**config.mk**
```make
export PLATFORM = sky130hd
export DESIGN_NAME = glitchless_prescaler
export DESIGN_NICKNAME = d
export VERILOG_FILES = /design/src/rtl/psc_pkg.sv /design/src/rtl/psc_counter.sv /design/src/rtl/psc_ctrl.sv /design/src/rtl/psc_outstage.sv /design/src/rtl/glitchless_prescaler.sv
export SDC_FILE = /design/constraint.sdc
export NUM_CORES = 1
export LEC_CHECK = 0
export ABC_AREA = 1
export BUFFER_PORTS_ARGS = -buffer_cell sky130_fd_sc_hd__buf_2
export CAP_MARGIN = 20
export CORE_MARGIN = 4
export CORE_UTILIZATION = 28
export DETAILED_ROUTE_END_ITERATION = 6
export GPL_TIMING_DRIVEN = 0
export SLEW_MARGIN = 5
export SYNTH_ARGS = -nofsm -noshare
export SYNTH_HDL_FRONTEND = slang
export SYNTH_HIERARCHICAL = 1
export SYNTH_SLANG_ARGS = --single-unit
```
**constraint.sdc**
```tcl
create_clock -name clk_in -period 8.4 [get_ports clk_in]
set_clock_uncertainty 0.2 [all_clocks]
set_input_delay 0.42 -clock clk_in [delete_from_list [all_inputs] [get_ports clk_in]]
set_output_delay 0.42 -clock clk_in [all_outputs]
set_load 0.1 [all_outputs]
```
**src/rtl/psc_pkg.sv**
```systemverilog
`timescale 1ns/1ps
package psc_pkg;
    parameter int unsigned DEF_CODE_W = 3;

    typedef enum logic [0:0] {
        ST_RUN   = 1'b0,
        ST_ALIGN = 1'b1
    } psc_state_e;
endpackage

```
**src/rtl/psc_counter.sv**
```systemverilog
`timescale 1ns/1ps
module psc_counter #(
    parameter int unsigned CNT_W = 7
) (
    input  logic             clk,
    input  logic             rst_n,
    output logic [CNT_W-1:0] cnt_nx
);
    logic [CNT_W-1:0] cnt_q;

    // value the counter takes at the coming edge
    always_comb cnt_nx = cnt_q + CNT_W'(1);

    always_ff @(posedge clk or negedge rst_n) begin
        if (!rst_n) cnt_q <= '0;
        else        cnt_q <= cnt_nx;
    end
endmodule

```
**src/rtl/psc_ctrl.sv**
```systemverilog
`timescale 1ns/1ps
module psc_ctrl
    import psc_pkg::*;
#(
    parameter int unsigned CODE_W = 3,
    localparam int unsigned CNT_W = (1 << CODE_W) - 1
) (
    input  logic              clk,
    input  logic              rst_n,
    input  logic [CODE_W-1:0] div_code,
    input  logic [CNT_W-1:0]  cnt_nx,
    output logic [CODE_W-1:0] k_cur,
    output logic              pending
);
    psc_state_e        state_q, state_d;
    logic [CODE_W-1:0] k_q, k_d;
    logic [CODE_W-1:0] k_max;
    logic [CNT_W-1:0]  mask;
    logic [CNT_W-1:0]  look;
    logic              aligned;

    // alignment: the edge after this one starts a period of the slower ratio
    always_comb begin
        k_max   = (k_q > div_code) ? k_q : div_code;
        mask    = (CNT_W'(1) << k_max) - CNT_W'(1);
        look    = cnt_nx + CNT_W'(1);
        aligned = ((look & mask) == '0);
    end

    always_comb begin
        state_d = state_q;
        k_d     = k_q;
        unique case (state_q)
            ST_RUN: begin
                if (div_code != k_q) state_d = ST_ALIGN;
            end
            ST_ALIGN: begin
                if (div_code == k_q) begin
                    state_d = ST_RUN;              // cancel
                end else if (aligned) begin
                    k_d     = div_code;            // commit
                    state_d = ST_RUN;
                end
            end
            default: state_d = ST_RUN;
        endcase
    end

    always_ff @(posedge clk or negedge rst_n) begin
        if (!rst_n) begin
            state_q <= ST_RUN;
            k_q     <= '0;
        end else begin
            state_q <= state_d;
            k_q     <= k_d;
        end
    end

    always_comb begin
        pending = (state_q == ST_ALIGN);
        k_cur   = k_q;
    end

    // when pending drops, the applied code equals the code seen at that edge
    assert_pending_clear_R5: assert property (@(posedge clk) disable iff (!rst_n)
        $fell(pending) |-> (k_q == $past(div_code)))
        else $error("pending cleared with wrong applied code");
endmodule

```
**src/rtl/psc_outstage.sv**
```systemverilog
`timescale 1ns/1ps
module psc_outstage #(
    parameter int unsigned CODE_W = 3,
    localparam int unsigned CNT_W = (1 << CODE_W) - 1,
    localparam int unsigned NCODE = 1 << CODE_W
) (
    input  logic              clk,
    input  logic              rst_n,
    input  logic [CODE_W-1:0] k_cur,
    input  logic [CNT_W-1:0]  cnt_nx,
    output logic              clk_out
);
    logic tap;
    logic div_q;
    logic byp_lat;

    // high-first phase: output is high while the tapped bit is zero
    always_comb begin
        tap = 1'b0;
        for (int i = 1; i < NCODE; i++) begin
            if (k_cur == CODE_W'(i)) tap = ~cnt_nx[i-1];
        end
    end

    always_ff @(posedge clk or negedge rst_n) begin
        if (!rst_n) div_q <= 1'b0;
        else        div_q <= tap;
    end

    // bypass select re-timed while the input clock is low
    always_ff @(negedge clk or negedge rst_n) begin
        if (!rst_n) byp_lat <= 1'b1;
        else        byp_lat <= (k_cur == '0);
    end

    always_comb clk_out = byp_lat ? clk : div_q;

    // bypass select moves only while the divided output is low
    assert_bypass_swap_low_R8: assert property (@(posedge clk) disable iff (!rst_n)
        (byp_lat != $past(byp_lat)) |-> !div_q)
        else $error("bypass select changed with divided output high");

    // divided path stays quiet while bypass is applied
    assert_bypass_quiet_R1: assert property (@(posedge clk) disable iff (!rst_n)
        ($past(k_cur) == '0) |-> !div_q)
        else $error("divided output active during bypass");

    // a commit to a divided ratio starts the new period with a high phase
    assert_commit_rise_R4: assert property (@(posedge clk) disable iff (!rst_n)
        ((k_cur != $past(k_cur)) && (k_cur != '0)) |=> div_q)
        else $error("new ratio did not start at a period boundary");
endmodule

```
**src/rtl/glitchless_prescaler.sv**
```systemverilog
`timescale 1ns/1ps
module glitchless_prescaler #(
    parameter int unsigned CODE_W = psc_pkg::DEF_CODE_W,
    localparam int unsigned CNT_W = (1 << CODE_W) - 1
) (
    input  logic              clk_in,
    input  logic              rst_n,
    input  logic [CODE_W-1:0] div_code,
    output logic              clk_out,
    output logic              switch_pending
);
    logic [CNT_W-1:0]  cnt_nx;
    logic [CODE_W-1:0] k_cur;

    psc_counter #(.CNT_W(CNT_W)) u_cnt (
        .clk    (clk_in),
        .rst_n  (rst_n),
        .cnt_nx (cnt_nx)
    );

    psc_ctrl #(.CODE_W(CODE_W)) u_ctrl (
        .clk      (clk_in),
        .rst_n    (rst_n),
        .div_code (div_code),
        .cnt_nx   (cnt_nx),
        .k_cur    (k_cur),
        .pending  (switch_pending)
    );

    psc_outstage #(.CODE_W(CODE_W)) u_out (
        .clk     (clk_in),
        .rst_n   (rst_n),
        .k_cur   (k_cur),
        .cnt_nx  (cnt_nx),
        .clk_out (clk_out)
    );
endmodule

```
# Word-level counts from Yosys, hierarchy flattened
# Index checks and enable logic that the tools add are counted.
[word_totals]
out_inout_bits = 2
in_bits = 5
register_bits = 13
[classes]
n_shift = 1
bitwise = 10
addsub = 3
magnitude_cmp = 1
muxes = 13
reduce_logical = 3
eq_ne = 9
[op_table]
columns = ["cell", "n"]
rows = [
  ["$add 7x1->7 const B", 2],
  ["$eq 3x3->1 const B", 4],
  ["$mux 1", 11],
  ["$not 1->1", 9],
  ["$and 7x7->7", 1],
  ["$logic_not 7->1", 1],
  ["$shl 1x3->7 const A", 1],
  ["$sub 7x2->7 const B", 1],
  ["$eq 3x2->1 const B", 2],
  ["$eq 3x1->1 const B", 1],
  ["$eq 3x3->1", 1],
  ["$gt 3x3->1", 1],
  ["$logic_not 3->1", 1],
  ["$mux 3", 1],
  ["$ne 3x3->1", 1],
  ["$reduce_and 3->1", 1],
  ["$pmux 1 s2", 1],
]

# Longest topological paths before layout
# Gate-level depths: netlist of run 1.
[depth]
ltp_word = 9
mapped_depth = 22
depth_no_buf = 22

# Modules after synthesis
# Netlist of run 1, hierarchy kept.
[by_module_without_submodules]
columns = ["module", "n_inst", "cells_each", "area_each_um2"]
rows = [
  ["psc_ctrl", 1, 91, 620.6],
  ["psc_counter", 1, 29, 304.0],
  ["psc_outstage", 1, 27, 151.4],
]

==> results of run 1 <==
flip-flops by register name, indices dropped and copies added, names as in the netlist:
name and flops:
u_out/div_q 1, u_out/byp_lat 1, u_cnt/cnt_q 7, u_ctrl/k_cur 3, u_ctrl/pending 1
tightest hold or removal path, delay by kind of cell:
family / cells / cell delay, ps
and+or+nand+nor: 2 / 140
buffers and inverters: 1 / 120
per-stage QoR:
| step | area (um^2) | util (%) | hold WS, ps | setup slack [ps] |
|---|---|---|---|---|
| floorplan | 1080 | - | -75.6 | 1580 |
| global placement | 1170 | 31.6 | 124 | 2530 |
| detailed placement | 1170 | 31.6 | 123 | 2520 |
| CTS | 1230 | 33.2 | 260 | 2170 |
| global route | 1230 | 33.2 | 274 | 2130 |
| finish | 1230 | 33.2 | 265 | 2190 |
layout by cell type (no fill, tap or decap), drive strengths merged:
cell type and instances:
clkbuf 4, buf 6, clkinvlp 1, inv 23
dfstp 1, a21oi 3, o21bai 3, nor3 1
nand4 3, nand2 51, nor2 11, nand3 22
xnor2 4, xor2 4, dfrtp 12, nand3b 1
a21boi 2, ha 6, dlygate4sd3 1
report_power, final:
group | total (W) | leakage (nW) | internal (W) | switching (W)
combinational | 0.000200 | 0.436 | 0.0000684 | 0.000131
sequential | 0.0000964 | 0.153 | 0.0000767 | 0.0000197
clock | 0.0000911 | 0.0382 | 0.0000371 | 0.0000540
total | 0.000387 | 0.627 | 0.000182 | 0.000205
what timing repair did:
item                                    CTS  global route
hold endpoints to repair                 12             0
endpoints found under the setup margin    0             0
hold buffers                              1             0
routing by layer:
layer | wire length [um] | share of wire (%) | vias to the layer above | global-route usage, %
met2 | 907 | 43 | 9 | 13.6
met4 | 38 | 1.8 | 0 | 4.26
met3 | 53 | 2.5 | 4 | 2.30
met1 | 1110 | 53 | 392 | 13.2
li1 | - | - | 493 | -
met5 | 0 | 0 | - | 0
final cells by class:
class	instances	area (um^2)
buffer	1	7.51
clock buffer	4	46.3
clock inverter	3	12.5
fill	410	2460
inverter	21	78.8
multi-input combinational	111	659
sequential	13	327
tap	48	60.1
timing repair buffer	6	35.0
worst paths after layout:
check / endpoint / cells past startpoint
min: u_ctrl/k_cur[0]$_DFFE_PN0P_ / 3
min in group asynchronous: u_cnt/cnt_q[2]$_DFF_PN0_ / 2
max in group asynchronous: u_out/byp_lat$_DFF_NN1_ / 2
max reg2reg: u_out/byp_lat$_DFF_NN1_ / 1
min reg2reg: u_cnt/cnt_q[0]$_DFF_PN0_ / 1
max: clk_out / 3
cells by family after synthesis:
family	share of synthesized area, %
and+or+nand+nor	42.2
buffers and inverters	8.37
AOI/OAI and AO/OA	5.58
adders and majority gates	6.98
xor gates and xnor gates	6.51
DFF	30.3
==> results.yml, run 1 <==
critical_path:
  cp_top_family: "flip-flops"
  worstPathMaxFanout: 2
  crit_arrival_ps: 5590
  cp_slowest_cell: "dfstp_2"
  startpoint_type: "flip-flop"
  cp.required_ps: 7780
  path_cells: "nor2_1 -> a21oi_1 -> buf_2"
  timing_worst_setup_path_type: "flip-flop to output port"
  reg2reg_slack_ps: 3230
  crit_buf_inv: 1
  worstSetupStartpoint: "u_out/byp_lat$_DFF_NN1_"
  timing.rr.start: "u_ctrl/k_cur[1]$_DFFE_PN0P_"
  cpPeakStageDelay_ps: 510
  end_kind: "output port"
timing:
  hold_viol_final: 0
  setup_viol_count_final: 0
  max_slew.worst_pin.slew_ps: 484
  rsz0062_at_grt: "no"
  setup_tns_ps: 0
  slew_headroom_pct: 67.5
  finalMaxSlewViolations: 0
synth:
  yosysUniqueCellTypes: 24
  synth_common_cells: "nand2_1, inv_1, nand3_1, dfrtp_1, nor2_1"
  synth_edf_count: 0
  synth_top_area_share_pct: 27.9
  ys_seq_elements: 13
  synth_flop_cell: "dfrtp_1"
  synthCells: 147
  avgSynthCellArea_um2: 7.32
  syn-cell-area_um2: 1080
  synth.most_common_cell: "nand2_1"
  synthTopCellsByArea: "dfrtp_1, nand2_1, nand3_1, inv_1, ha_1"
  synth_warnings: 6
  synth_async_sr_flop_share_pct: 100
  synth_top_area_cell: "dfrtp_1"
  syn-num-nets: 158
  yosysSeqAreaShare_pct: 30.3
run_status:
  status: "finished, final reports clean"
clock_network:
  clkTransAtPathRegs_ps: 60
  post_cts_buffers: 0
  htreeDepth: 1
  cts_max_path_buffers: 2
  clock_latency_ps: 240
  cts_resized: 0
  numCtsBuffers: 3
  clockRootBuffer: "clkbuf_8"
  cts_tree: "yes"
place:
  gp_congestion: 0.725
  dp.cells: 201
  dp_hpwl_um: 1630
  portBuffers: 6
floorplan:
  fp.dieW_um: 70.0
  fp.coreArea_um2: 3690
  rows: 22
  start_util_pct: 29.2
  die_area_um2: 4900
  ios: 7
  die_h_um: 70.0
global_routing:
  grt_pass1_vias: 869
  grt_max_degree: 14
  grt_use_total_pct: 9.46
  grt-ovfl-total: 0
  antenna_found_initial: 0
  grt_pass1_wl_um: 3820
drt:
  vias: 898
  drt_iter0_markers: 38
  routed_wl_um: 2100
  vias_per_cell: 4.34
  antenna_left: 0
  wire_per_inst_um: 10.2
  post-route-drc-count: 0
  firstDrtPassIters: 4
finish:
  n_antenna_cell: 0
  final_layout_size_suffix_gt1_share_pct: 20.1
  final_cell_count_no_fill: 207
  area_growth_syn_to_layout_pct: 14.0
  fin_nets: 171
pwr:
  powerDensity_nw_per_um2: 316
  ir_drop_uv: 78.9
  p_leak_nw: 0.627
  power_w: 0.000387
min_path:
  hp-start: "div_code[0]"
  min_path_type: "primary input to flip-flop"
job:
  cap_viol_max_count: 0
No activity file was read; power rests on OpenSTA's default activity.
==> run 2, diff against run 1 <==
--- a/config.mk
+++ b/config.mk
@@ -5,7 +5,7 @@
 export SDC_FILE = /design/constraint.sdc
 export NUM_CORES = 1
 export LEC_CHECK = 0
-export ABC_AREA = 1
+export ABC_AREA = 0
 export BUFFER_PORTS_ARGS = -buffer_cell sky130_fd_sc_hd__buf_2
 export CAP_MARGIN = 20
 export CORE_MARGIN = 4
==> constraint.sdc (replaced) <==
create_clock -name clk_in -period 5.5 [get_ports clk_in]
set_clock_uncertainty 0.2 [all_clocks]
set_input_delay 0.275 -clock clk_in [delete_from_list [all_inputs] [get_ports clk_in]]
set_output_delay 0.275 -clock clk_in [all_outputs]
set_load 0.1 [all_outputs]
==> run 2 against run 1 <==
Effect of this change: cell area is 7.3% lower; global-route usage is 1.2 points higher; critical path depth is 1 lower; count of clock-buffer cells in the layout is 4 higher; largest cell class unchanged; critical path type unchanged; register-to-register slack worse by 1600 ps; flip-flop and latch count stayed put; combinational power is 31% higher; worst hold slack worse by 260 ps.
==> results.yml, run 2 <==
floorplan:
  rows: 21
  start_util_pct: 29.1
  die_area_um2: 4510
  die_h_um: 67.2
  fp.coreArea_um2: 3360
  ios: 7
  fp.dieW_um: 67.2
clock_network:
  clock_latency_ps: 390
  cts_resized: 0
  clkTransAtPathRegs_ps: 90
  cts_tree: "yes"
finish:
  n_antenna_cell: 0
  final_cell_mix: "dfrtp_1, inv_1"
  nFillCells: 372
  mostFrequentLayoutCell: "dfrtp_1"
  final_layout_size_suffix_gt1_share_pct: 25.9
  final-seq-area_um2: 327
  area_growth_syn_to_layout_pct: 16.0
  regMostFlops: "u_cnt/cnt_q"
  multi_input_area_um2: 611
  fin_nets: 124
  largest_reg_flops: 7
synth:
  synth_compound_area_share_pct: 13.3
  yosys.area_share.simple_pct: 19.0
  synth_flop_cell: "dfrtp_1"
  yosysSeqAreaShare_pct: 33.3
  synth.most_common_cell: "dfrtp_1"
  synthMuxAreaShare_pct: 14.3
  avgSynthCellArea_um2: 10.1
  synth_top_area_share_pct: 30.7
  synth_top_family_by_area: "simple AND/OR/NAND/NOR gates"
  syn-num-nets: 108
  ys_seq_elements: 13
  synth_async_sr_flop_share_pct: 100
  synth_top_area_cell: "dfrtp_1"
  synthTopCellsByArea: "dfrtp_1, ha_1, mux2i_1, xor2_1, xnor2_1"
  synthCells: 97
  synth_xor_xnor_area_share_pct: 8.05
  yosysUniqueCellTypes: 38
  syn-cell-area_um2: 980
  synth_common_cells: "dfrtp_1, inv_1, ha_1, nand3_1"
  synth_edf_count: 0
  synthAdderAreaFrac_pct: 7.66
  synth_warnings: 6
place:
  portBuffers: 6
  dp_hpwl_um: 1440
  pre_cts_ws_ps: 1180
  gp_congestion: 0.796
pwr:
  power_w: 0.000560
  powerDensity_nw_per_um2: 493
  ir_drop_uv: 169
  p_leak_nw: 0.490
critical_path:
  timing_worst_setup_path_type: "flip-flop to output port"
  end_kind: "output port"
  reg2reg_slack_ps: 1640
  timing.rr.start: "u_ctrl/k_cur[2]$_DFFE_PN0P_"
  crit_arrival_ps: 4310
  startpoint_type: "flip-flop"
  worstPathMaxFanout: 1
  cp.required_ps: 5030
  worst-r2r-cell-count: 2
  r2r_end: "u_out/byp_lat$_DFF_NN1_"
drt:
  drt_iter0_markers: 30
  wire_per_inst_um: 12.5
  met3_length_um: 97
  vias: 773
  antenna_left: 0
  firstDrtPassIters: 4
  wirelength_met1_um: 920
  top_layer_used: "met4"
  post-route-drc-count: 0
  met2_wirelength_um: 905
  vias_per_cell: 4.89
  routed_wl_um: 1980
timing:
  setup_ws_ps: 716
  hold_ws_ps: 7.72
  setup_tns_ps: 0
  hold_viol_final: 0
  setup_viol_count_final: 0
  finalMaxSlewViolations: 0
  rsz0062_at_grt: "no"
  slew_headroom_pct: 65.8
  max_slew.worst_pin.slew_ps: 500
global_routing:
  grt_pass1_vias: 820
  grt-ovfl-total: 0
  grt_max_degree: 14
  antenna_found_initial: 0
  grt_pass1_wl_um: 3530
  grt_use_total_pct: 10.7
min_path:
  hp-start: "div_code[2]"
  min_path_type: "primary input to flip-flop"
  whs_endpoint: "u_ctrl/k_cur[2]$_DFFE_PN0P_"
  min_path_cells: 2
job:
  cap_viol_max_count: 0
run_status:
  status: "finished, final reports clean"
==> run 2: cell count changes after synthesis, moves of 5 or more <==
cell | before | now
nand2_1 | 42 | 5
nand2_2 | 6 | 0
nor2_1 | 8 | 3
mux2i_1 | 0 | 5
inv_1 | 21 | 7
nand3_1 | 17 | 6
==> run 2: layout make-up <==
type	count	share of cell area [%]
clock buffer	8	4.74
sequential	13	28.7
buffer	2	1.43
clock inverter	1	0.330
tap	46	5.07
inverter	6	1.98
timing repair buffer	7	3.96
multi-input combinational	75	53.7
==> run 2: repair_timing <==
item,in CTS,in global routing
hold buffers,2,0
buffers inserted,0,0
hold endpoints to repair,13,0
==> run 2: where the power goes <==
part / total [W] / switching, W / internal [W]
Sequential: 0.000149 / 0.0000302 / 0.000119
Clock: 0.000148 / 0.0000866 / 0.0000618
Combinational: 0.000263 / 0.000137 / 0.000126
==> run 2: how the worst max path moves through the flow <==
stage	depth (start not counted)	startpoint	slack [ps]	endpoint
global route	2	u_out/byp_lat$_DFF_NN1_	660	clk_out
CTS	2	u_out/byp_lat$_DFF_NN1_	700	clk_out
detailed placement	2	u_out/byp_lat$_DFF_NN1_	1180	clk_out
finish	2	u_out/byp_lat$_DFF_NN1_	720	clk_out
floorplan	1	u_out/byp_lat$_DFF_NN1_	1240	clk_out
global placement	2	u_out/byp_lat$_DFF_NN1_	1180	clk_out
==> run 2: critical path, stage by stage (launching register included) <==
cell,delay (ps)
dfstp_2,510
mux2_2,320
buf_2,290
==> run 2: routing by layer <==
layer / global-route usage [%] / up-vias
met3: 2.33 / 4
met1: 13.0 / 370
met4: 8.61 / 0
li1: - / 381
met5: 0 / -
met2: 16.1 / 18
==> run 2: cells by family after synthesis <==
group / Yosys count
adder cells (fa/ha/maj): 6
AO/OA/AOI/OAI: 17
multiplexers: 12
XOR/XNOR: 9
flip-flops: 13
AND/OR/NAND/NOR: 31
buffers and inverters: 9
==> run 2: per-stage QoR <==
| stage | cells | instance area [um^2] | util [%] |
|---|---|---|---|
| floorplan | 97 | 980 | - |
| global placement | 149 | 1070 | 31.7 |
| detailed placement | 149 | 1070 | 31.7 |
| CTS | 158 | 1140 | 33.8 |
| global route | 158 | 1140 | 33.8 |
| finish | 158 | 1140 | 33.8 |
